File: config.mk
export PLATFORM = sky130hd
export DESIGN_NAME = swmon_spi_slave
export DESIGN_NICKNAME = d
export VERILOG_FILES = /design/src/rtl/swmon_spi_slave.sv
export SDC_FILE = /design/constraint.sdc
export NUM_CORES = 1
export LEC_CHECK = 0
export ABC_CLOCK_PERIOD_IN_PS = 3100
export BUFFER_PORTS_ARGS = -buffer_cell sky130_fd_sc_hd__buf_2
export CAP_MARGIN = 15
export CORE_MARGIN = 4
export CORE_UTILIZATION = 60
export DETAILED_ROUTE_END_ITERATION = 8
export GPL_TIMING_DRIVEN = 0
export MAX_ROUTING_LAYER = met4
export PLACE_DENSITY_LB_ADDON = 0.08
export SYNTH_ARGS = -nofsm -noshare
export SYNTH_HDL_FRONTEND = slang
export SYNTH_SLANG_ARGS = --single-unit
File: constraint.sdc
create_clock -name clk -period 3.1 [get_ports clk]
set_input_delay 0.155 -clock clk [delete_from_list [all_inputs] [get_ports clk]]
set_output_delay 0.155 -clock clk [all_outputs]
set_load 0.005 [all_outputs]
File: src/rtl/swmon_spi_slave.sv
module swmon_spi_slave #(
  parameter int N_SW   = 4,
  parameter int MODE_W = 2,
  parameter int WORD_W = 16
) (
  input  logic              clk,
  input  logic              rst_n,
  input  logic              cs_n,
  input  logic              sck,
  input  logic              sdi,
  input  logic [N_SW-1:0]   sw_state,
  input  logic              irq_req,
  input  logic [MODE_W-1:0] mode,
  output logic              sdo,
  output logic              sdo_oe,
  output logic              irq_n,
  output logic [WORD_W-1:0] cmd_word,
  output logic              cmd_strobe
);
  localparam int CNT_W = $clog2(WORD_W + 2);
  localparam logic [CNT_W-1:0] CNT_FULL = CNT_W'(WORD_W);
  localparam logic [CNT_W-1:0] CNT_OVER = CNT_W'(WORD_W + 1);

  logic [2:0] cs_q, sck_q;
  logic [1:0] sdi_q;
  logic       active;
  logic [CNT_W-1:0]  bit_cnt;
  logic [WORD_W-1:0] rx_sh, tx_sh, snap;

  wire cs_fall  = cs_q[2] & ~cs_q[1];
  wire cs_rise  = ~cs_q[2] & cs_q[1];
  wire sck_rise = active & sck_q[1] & ~sck_q[2];
  wire sck_fall = active & ~sck_q[1] & sck_q[2];

  always_comb begin
    snap = '0;
    snap[WORD_W-1] = ~irq_n;
    snap[WORD_W-2 -: MODE_W] = mode;
    snap[N_SW-1:0] = sw_state;
  end

  always_ff @(posedge clk or negedge rst_n)
    if (!rst_n) begin
      cs_q  <= 3'b111;
      sck_q <= '0;
      sdi_q <= '0;
    end else begin
      cs_q  <= {cs_q[1:0], cs_n};
      sck_q <= {sck_q[1:0], sck};
      sdi_q <= {sdi_q[0], sdi};
    end

  always_ff @(posedge clk or negedge rst_n)
    if (!rst_n) begin
      active     <= 1'b0;
      bit_cnt    <= '0;
      rx_sh      <= '0;
      tx_sh      <= '0;
      cmd_word   <= '0;
      cmd_strobe <= 1'b0;
      irq_n      <= 1'b1;
    end else begin
      cmd_strobe <= 1'b0;
      if (cs_fall) begin
        active  <= 1'b1;
        bit_cnt <= '0;
        tx_sh   <= snap;
      end else if (cs_rise) begin
        active <= 1'b0;
        if (active && bit_cnt == CNT_FULL) begin
          cmd_word   <= rx_sh;
          cmd_strobe <= 1'b1;
        end
      end else begin
        if (sck_rise) begin
          rx_sh <= {rx_sh[WORD_W-2:0], sdi_q[1]};
          if (bit_cnt != CNT_OVER) bit_cnt <= bit_cnt + 1'b1;
        end
        if (sck_fall) tx_sh <= {tx_sh[WORD_W-2:0], 1'b0};
      end
      if (cs_rise) irq_n <= 1'b1;
      else if (irq_req) irq_n <= 1'b0;
    end

  assign sdo    = tx_sh[WORD_W-1];
  assign sdo_oe = active;
endmodule

# Word level (Yosys, flattened, before mapping)
# Cells that the tools add are included.
[word_totals] elab_cells=51 inputBits=12 out_inout_bits=20 reg_bits=64
[op_classes] reduce_logical=10 add_sub_neg=1 eq_ne=3 mux=14 bitwise_logic=13
[ops] cell="$mux W16" count=3
[ops] cell="$mux W5" count=4
[ops] cell="$reduce_bool A2 Y1" count=5
[ops] cell="$reduce_and A3 Y1" count=3
[ops] cell="$mux W1" count=7
[ops] cell="$not A1 Y1" count=7
[ops] cell="$and A1 B1 Y1" count=6
[ops] cell="$add A5 B1 Y5 const B" count=1
[ops] cell="$eq A5 B5 Y1 const B" count=1
[ops] cell="$ne A5 B5 Y1 const B" count=1
[ops] cell="$ne A2 B2 Y1 const B" count=1
[ops] cell="$reduce_and A2 Y1" count=1
[ops] cell="$logic_and A1 B1 Y1" count=1

# Depth between registers and ports, before layout
# Gate-level depths: netlist of the first run.
[logic_depth] ltp_word=6 depth_mapped=6 ltp_nobuf=5

# Worst setup path after synthesis of the first run
# OpenSTA, ideal clock, no wires.
[synth_timing] path_type="register to register" start="reg cs_q[2]" end="reg tx_sh[10]" setup_time_ns=0.125 path_stages_with_launch=7 n_path_buf=2 arrival_ns=1.555 slack_ns=1.420 period_less_slack_ns=1.680 t_required_ns=2.975 path_cell_list="dfstp_2 inv_1 ha_1 buf_6 a21oi_4 buf_6 mux2_2"
[synth_between] elab_chain_len=4 elab_cells_between_ends=7 classes_between="eq/ne (1); mux (1); bitwise (3); reduce/logical (2)"
[synth_rtl] element="start: declaration" line_no="24" text="logic [2:0] cs_q, sck_q;"
[synth_rtl] element="start signal: assignment" line_no="48" text="cs_q <= {cs_q[1:0], cs_n};"
[synth_rtl] element="$not A1 Y1" line_no="31" text="wire cs_rise = ~cs_q[2] & cs_q[1];"
[synth_rtl] element="$and A1 B1 Y1" line_no="31"
[synth_rtl] element="$ne A2 B2 Y1 (no line)"
[synth_rtl] element="$reduce_and A2 Y1 (no line)"
[synth_rtl] element="end signal: assignment" line_no="67" text="tx_sh <= snap;"
[synth_rtl] element="end signal: assignment" line_no="79" text="if (sck_fall) tx_sh <= {tx_sh[WORD_W-2:0], 1'b0};"
[synth_rtl] element="end: declaration" line_no="28" text="logic [WORD_W-1:0] rx_sh, tx_sh, snap;"
# Several ways; a longest one is shown, not always the timed one.
# A chain may end at the register's enable or synchronous reset.

# Worst setup path after layout of the first run
[layout_timing] start="reg cs_q[2]" end="reg tx_sh[11]"
[layout_between] elab_cells_between_ends=7 classes_between="eq/ne (1); mux (1); bitwise (3); reduce/logical (2)"
[layout_lines] element="$and A1 B1 Y1 (*)" line_no="30" text="wire cs_fall = cs_q[2] & ~cs_q[1];"
[layout_lines] element="net cs_fall" line_no="30"
[layout_lines] element="$ne A2 B2 Y1 (no line) / $reduce_bool A2 Y1 (equally long branches)"
[layout_lines] element="$reduce_and A2 Y1 (no line)"
# Mark *: on every way through the listed nets, which the timed path passes. The rest lies on a longest branch.

==> results of run 1 <==
[synthesized netlist by cell type]
| cell type | instances |
|---|---|
| nand2b_1 | 1 |
| and3b_2 | 1 |
| or4_1 | 2 |
| buf_2 | 1 |
| clkbuf_1 | 1 |
| a21o_1 | 1 |
| o22ai_1 | 1 |
| or2_0 | 1 |
| o211ai_1 | 2 |
| inv_2 | 1 |
| dfstp_2 | 4 |
| nand4b_1 | 1 |
| nand3b_1 | 1 |
| mux2_4 | 10 |
| nor2b_1 | 9 |
| nand4_4 | 1 |
| ha_1 | 6 |
| inv_1 | 7 |
| nor2_1 | 2 |
| and4b_1 | 1 |
| nand2_4 | 1 |
| o311ai_0 | 3 |
| dfrtp_1 | 60 |
| nand4bb_1 | 1 |
| a21oi_4 | 1 |
| nor3b_1 | 1 |
| and2_4 | 1 |
| and2_1 | 1 |
| mux2_2 | 41 |
| nand4_1 | 3 |
| nand2_1 | 10 |
| nand3_1 | 3 |
| o21ai_0 | 3 |
| buf_6 | 4 |
[through the flow]
stage	cell area [µm²]	power, mW	instances	setup WS, ns
floorplan	2730	1.16	187	1.42
global placement	2950	1.22	270	1.27
detailed placement	2980	1.25	271	1.24
CTS	3190	1.88	290	1.22
global route	3190	1.95	290	1.16
finish	3190	1.86	290	1.22
[layout make-up]
type | count | area (µm²) | share of cell area [%]
Sequential cell | 64 | 1610 | 50.4
Multi-Input combinational cell | 109 | 1040 | 32.6
Timing Repair Buffer | 36 | 223 | 6.98
Clock buffer | 12 | 155 | 4.86
Tap cell | 52 | 65.1 | 2.04
Buffer | 6 | 53.8 | 1.69
Inverter | 8 | 30.0 | 0.942
Clock inverter | 3 | 17.5 | 0.549
[worst max-delay path, cell delays in order, from the launching register on]
cell	delay (ns)
dfstp_2	0.53
ha_1	0.29
inv_2	0.12
a21oi_4	0.27
buf_6	0.20
mux2_2	0.35
[logic make-up (layout without fill, tap and decap cells)]
logic type / count (synthesis) / after routing / synth area share, %
AOI/OAI and AO/OA: 11 / 11 / 3.16
adders and majority gates: 6 / 6 / 2.75
and+or+nand+nor: 41 / 41 / 9.72
DFF: 64 / 64 / 58.9
muxes: 51 / 51 / 22.4
buffers and inverters: 14 / 65 / 3.07
[timing repair]
action                    4_1_cts  5_1_grt
hold buffers                    4        0
gates resized for setup         0        0
hold endpoints to repair       39        0
[worst max-delay path by stage]
stage,slack [ns],to
after floorplan,1.42,tx_sh[10]
after global placement,1.27,tx_sh[7]
after detailed placement,1.24,tx_sh[7]
after CTS,1.22,tx_sh[11]
after global routing,1.16,tx_sh[11]
final,1.22,tx_sh[11]
[metal layers]
layer	up-vias	track usage, %	part of all wire, %
met5	-	-	0
met4	0	7.77	1.1
met3	6	5.67	4.0
met2	36	30.5	50
met1	821	25.9	45
li1	755	-	-
[state kept, by name, indices dropped and copies added, names as in the netlist]
| signal | count |
|---|---|
| cmd_word | 16 |
| rx_sh | 16 |
| tx_sh | 16 |
| bit_cnt | 5 |
| cs_q | 3 |
| sck_q | 3 |
| sdi_q | 2 |
| cmd_strobe | 1 |
| irq_n | 1 |
| sdo_oe | 1 |
[power breakdown]
part           total [mW]  switching (mW)  internal, mW
sequential          0.994          0.0596         0.934
combinational       0.239           0.104         0.136
clock               0.623           0.296         0.327
==> run metrics, run 1 <==
status=finished clean; Hold Vio Cnt, Final=0; DRT iter0 DRCs=73; GRT Total Usage=between 20 and 25%; total of max-cap violations=0; worst r2r dst=tx_sh[11]; worst hold path type=input port to flip-flop; full die area=roughly 5700 µm²; I/O pin total=32; core area=4380 µm²; largest area contributor in the netlist=dfrtp_1; Initial Util=62.2%; clk_skew=0.00800 ns; Worst Hold Depth=3; Final HPWL DP=3270 µm; CTS Root Cell=clkbuf_8; maximum VDD drop=roughly 400 µV; commonest non-fill, non-tap cell in the layout=dfrtp_1; Fillers=about 300; critical path class=flip-flop to flip-flop; WP data arrival=between 2 and 2.5 ns; vias in the first global route=about 1700; TritonCTS clock tree=yes; Yosys Warn Count=0; Vias=around 1600; min-delay src=irq_req; worst-skew pair later-pin latency=0.32 ns; Core Util, Final=72.7%; port bufs=31; Fmax achieved=~0.53 GHz; clk slew on worst S/H paths=about 0.060 ns; hold_ws=0.0794 ns; reg2reg start=cs_q[2]; Slew Limit Headroom=38.5%; synthesis-to-finish area growth=16.9%; post-synthesis sequential area ratio=just under 60%; critical path endpoint category=flip-flop; Final setup violation count=0; row cnt=24; vias per cell=roughly 5.6; measured slew at the worst slew-check pin=0.922 ns; Synth area leaders=dfrtp_1 55%, mux2_2 17%, mux2_4 5.5%, dfstp_2 3.9%, ha_1 2.8%; Max Slew Vio Count=0; NumNets Final=about 250; largest net degree at the start of global routing=a little over 40; Final min period=roughly 1.9 ns; unique cell type count in the Yosys netlist=34; Reg2Reg Depth=5; Worst Hold Endpoint=irq_n; CP Launch Type=flip-flop; ratio of cells with drive above 1 in the final layout=between 40 and 50%; Antenna Nets Post-Route=0; flop-to-flop setup slack=1.22 ns; Final Cycle Share=between 60% and 70%; post-synthesis average cell area=between 10 and 15 µm²; postcts setup bufs=0; Worst Path Required=around 3.3 ns; global-route wire length before repair=around 8200 µm; commonest non-fill, non-tap cells in the layout=60 x dfrtp_1, 41 x mux2_2, 32 x buf_2; Num CTS Buffers=9; placer congestion estimate=~0.79; Synth Cell Area=2730 µm²; Die Height=about 75 µm; initial antenna violation count=0; unrepaired setup endpoints after global routing=false; iteration count of the initial detailed-routing pass=4; clk buf depth=2; die span in x=between 70 and 80 µm; routed len/inst=16.4 µm; Post-Synthesis Net Count=approximately 210; grt ovf=0; static leakage=1.65 nW; setup TNS=0 ns; htree depth=3; antenna fix cells=0; post-synthesis cell count=187; CTS sink cnt=between 60 and 70; crit path from=cs_q[2]; WL final=about 4700 µm; Synth top area share=between 50% and 60%; synthesis-stage register bit count=64; drt drc=0; Max FO, Critical Path=10; P per Cell Area=582 nW/µm²
Power figures use the tool's default switching activity.
==> run 2: changes to the inputs <==
- ABC_CLOCK_PERIOD_IN_PS: 3100 -> 1900
- CORE_UTILIZATION: 60 -> 57
- clock period: 3.1 -> 1.9 ns (I/O delays scaled with it)
==> run 2 against run 1 <==
  * Sequential power rose by 63%
  * Count of clock-buffer cells in the layout fell by 2
  * Worst hold slack got worse by 0.059 ns
  * First-iteration DRC count rose by 16%
  * Setup slack got worse by 1.2 ns
  * Flip-flop and latch count did not move
  * Non-clock buffer count did not move
  * Final area rose by 0.20%
  * Core utilization fell by 1.8 points
  * Die area rose by 4.7%
  * Critical path type unchanged
  * Critical endpoint is now tx_sh[10]
==> run metrics, run 2 (synthesized netlist as in run 1, its figures left out) <==
Die Height=77.2 µm (+2.3%); status=finished clean; port bufs=31 (unchanged); Critical-path top delay cell=dfstp_2; clock share of power=34.2% (+0.6 points); clk slew on worst S/H paths=0.07 ns (about the same); critical path endpoint category=flip-flop; Initial Util=60.6% (-1.7 points); Final Cycle Share=96.3% (+36 points); power consumption=3.05 mW (+64%); worst-skew pair later-pin latency=0.33 ns (about the same); setup TNS=0 ns (unchanged); Slew Limit Headroom=59.3% (+21 points); P per Cell Area=954 nW/µm² (+64%); measured slew at the worst slew-check pin=0.611 ns (-0.311 ns); Seq pwr share=53.1% (-0.4 points); CTS Root Cell=clkbuf_8; WL final=4710 µm (-0.74%); delay of the slowest cell on the worst path=0.54 ns (about the same); full die area=5960 µm² (+4.7%); clk buf depth=2 (unchanged); Final setup violation count=0 (unchanged); GRT Total Usage=18.8% (-1.3 points); routed len/inst=16.2 µm (-1.1%); antenna fix cells=0 (unchanged); global-route wire length before repair=8500 µm (+3.6%); Vias=1599 (-1.2%); WP data arrival=2.05 ns (-0.03 ns); postcts setup bufs=0 (unchanged); placer congestion estimate=0.744 (-5.3%); largest net degree at the start of global routing=39 (-4.9%); critical path class=flip-flop to flip-flop; Max FO, Critical Path=10 (unchanged); maximum VDD drop=819 µV (+100%); NumNets Final=252 (unchanged); Int Power=2.25 mW (+61%); clk_skew=0.00820 ns (+0.000193 ns); Max Slew Vio Count=0 (unchanged); CTS sink cnt=64 (unchanged); ratio of cells with drive above 1 in the final layout=48.5% (+1.5 points); switching share of power=26.1% (+1.4 points); iteration count of the initial detailed-routing pass=4 (unchanged); DRT iter0 DRCs=85 (+16%); Hold Vio Cnt, Final=0 (unchanged); drt drc=0 (unchanged); CP cell instances=inv_1 -> ha_1 -> buf_6 -> a21oi_4 -> buf_6 -> mux2_2; DP Worst Slack=-0.0151 ns (-1.26 ns); die span in x=77.2 µm (+2.3%); static leakage=1.64 nW (-0.33%); Logic pwr share=12.7% (-0.2 points); TritonCTS clock tree=yes; htree depth=3 (unchanged); commonest non-fill, non-tap cells in the layout=60 x dfrtp_1, 41 x mux2_2, 32 x buf_2; Num CTS Buffers=9 (unchanged); vias in the first global route=1771 (+2.0%); unrepaired setup endpoints after global routing=false; core area=4500 µm² (+2.7%); Fillers=311 (+2.3%); I/O pin total=32 (unchanged); total of max-cap violations=0 (unchanged); grt ovf=0 (unchanged); most used cell, CP=buf_6; setup slack after layout=0.0702 ns (-1.15 ns); worst hold path type=input port to flip-flop; initial antenna violation count=0 (unchanged); CP Launch Type=flip-flop; Fmax achieved=0.546 GHz (+2.5%); Final HPWL DP=3260 µm (-0.54%); vias per cell=5.49 (-1.5%); commonest non-fill, non-tap cell in the layout=dfrtp_1; Final min period=1.83 ns (-0.0455 ns); Worst Path Required=2.12 ns (-1.19 ns); row cnt=24 (unchanged); synthesis-to-finish area growth=17.1%; top flop regs=cmd_word: 16 flops, rx_sh: 16 flops, tx_sh: 16 flops; P_sw=0.797 mW (+73%); Antenna Nets Post-Route=0 (unchanged)
==> run 2: cell count changes in the layout (fill, tap and decap cells not counted), sizes merged <==
| cell | change |
|---|---|
| clkbuf | -2 |
| clkinv | +1 |
| clkinvlp | +2 |
==> run 2: metrics by stage <==
stage                     instances  hold slack, ns  util [%]  cell area [µm²]
after global routing            291         0.00871      70.9             3200
after detailed placement        271           0.148      65.9             2970
after CTS                       291         0.00565      70.9             3190
after floorplan                 187          -0.201         -             2730
final                           291          0.0206      70.9             3200
after global placement          270           0.204      65.5             2950
==> run 2: cell type report <==
| type | count | area (µm²) | area share (%) |
|---|---|---|---|
| clock buffers | 10 | 138 | 4.31 |
| inverters | 8 | 30.0 | 0.940 |
| flip-flops and latches | 64 | 1610 | 50.3 |
| multi-input cells | 109 | 1040 | 32.6 |
| plain buffers | 6 | 55.1 | 1.72 |
| well taps | 52 | 65.1 | 2.04 |
| clock inverters | 6 | 45.0 | 1.41 |
| repair buffers | 36 | 215 | 6.73 |
==> run 2: timing repair <==
| action | CTS | global route |
|---|---|---|
| hold endpoints to repair | 27 | 0 |
| endpoints found under the setup margin | 9 | 3 |
| hold buffers | 4 | 0 |
| gates resized for setup | 1 | 2 |
==> run 2: critical path: cells and delay by family, from the launching register on <==
| kind | cells | cell delay (ns) |
|---|---|---|
| adder cells (fa/ha/maj) | 1 | 0.18 |
| AO/OA/AOI/OAI | 1 | 0.25 |
| flip-flops | 1 | 0.54 |
| multiplexers | 1 | 0.35 |
| buffers and inverters | 3 | 0.40 |
==> run 2: final timing paths <==
path | startpoint | endpoint | slack (ns) | cells past startpoint
min | irq_req | irq_n | 0.02 | 3
min in group asynchronous | rst_n | tx_sh[14] | 0.31 | 2
max | cs_q[2] | tx_sh[10] | 0.07 | 6
max reg2reg | cs_q[2] | tx_sh[10] | 0.07 | 6
max in group asynchronous | rst_n | cs_q[1] | 0.92 | 3
min reg2reg | sdi_q[0] | sdi_q[1] | 0.35 | 0
==> run 2: power groups by stage <==
stage / Sequential [mW] / Clock, mW / Combinational, mW
2_1_floorplan: 1.62 / 0 / 0.281
3_3_place_gp: 1.63 / 0 / 0.356
3_5_place_dp: 1.65 / 0 / 0.384
4_1_cts: 1.62 / 1.07 / 0.395
5_1_grt: 1.64 / 1.15 / 0.440
6_report: 1.62 / 1.04 / 0.387
==> run 2: metal layers <==
layer  vias up  track usage, %  wire [µm]
met5         -               -          0
met4         0            6.94         52
met3         4            5.74        227
met2        33            29.9       2370
met1       810            22.6       2060
li1        752               -          -
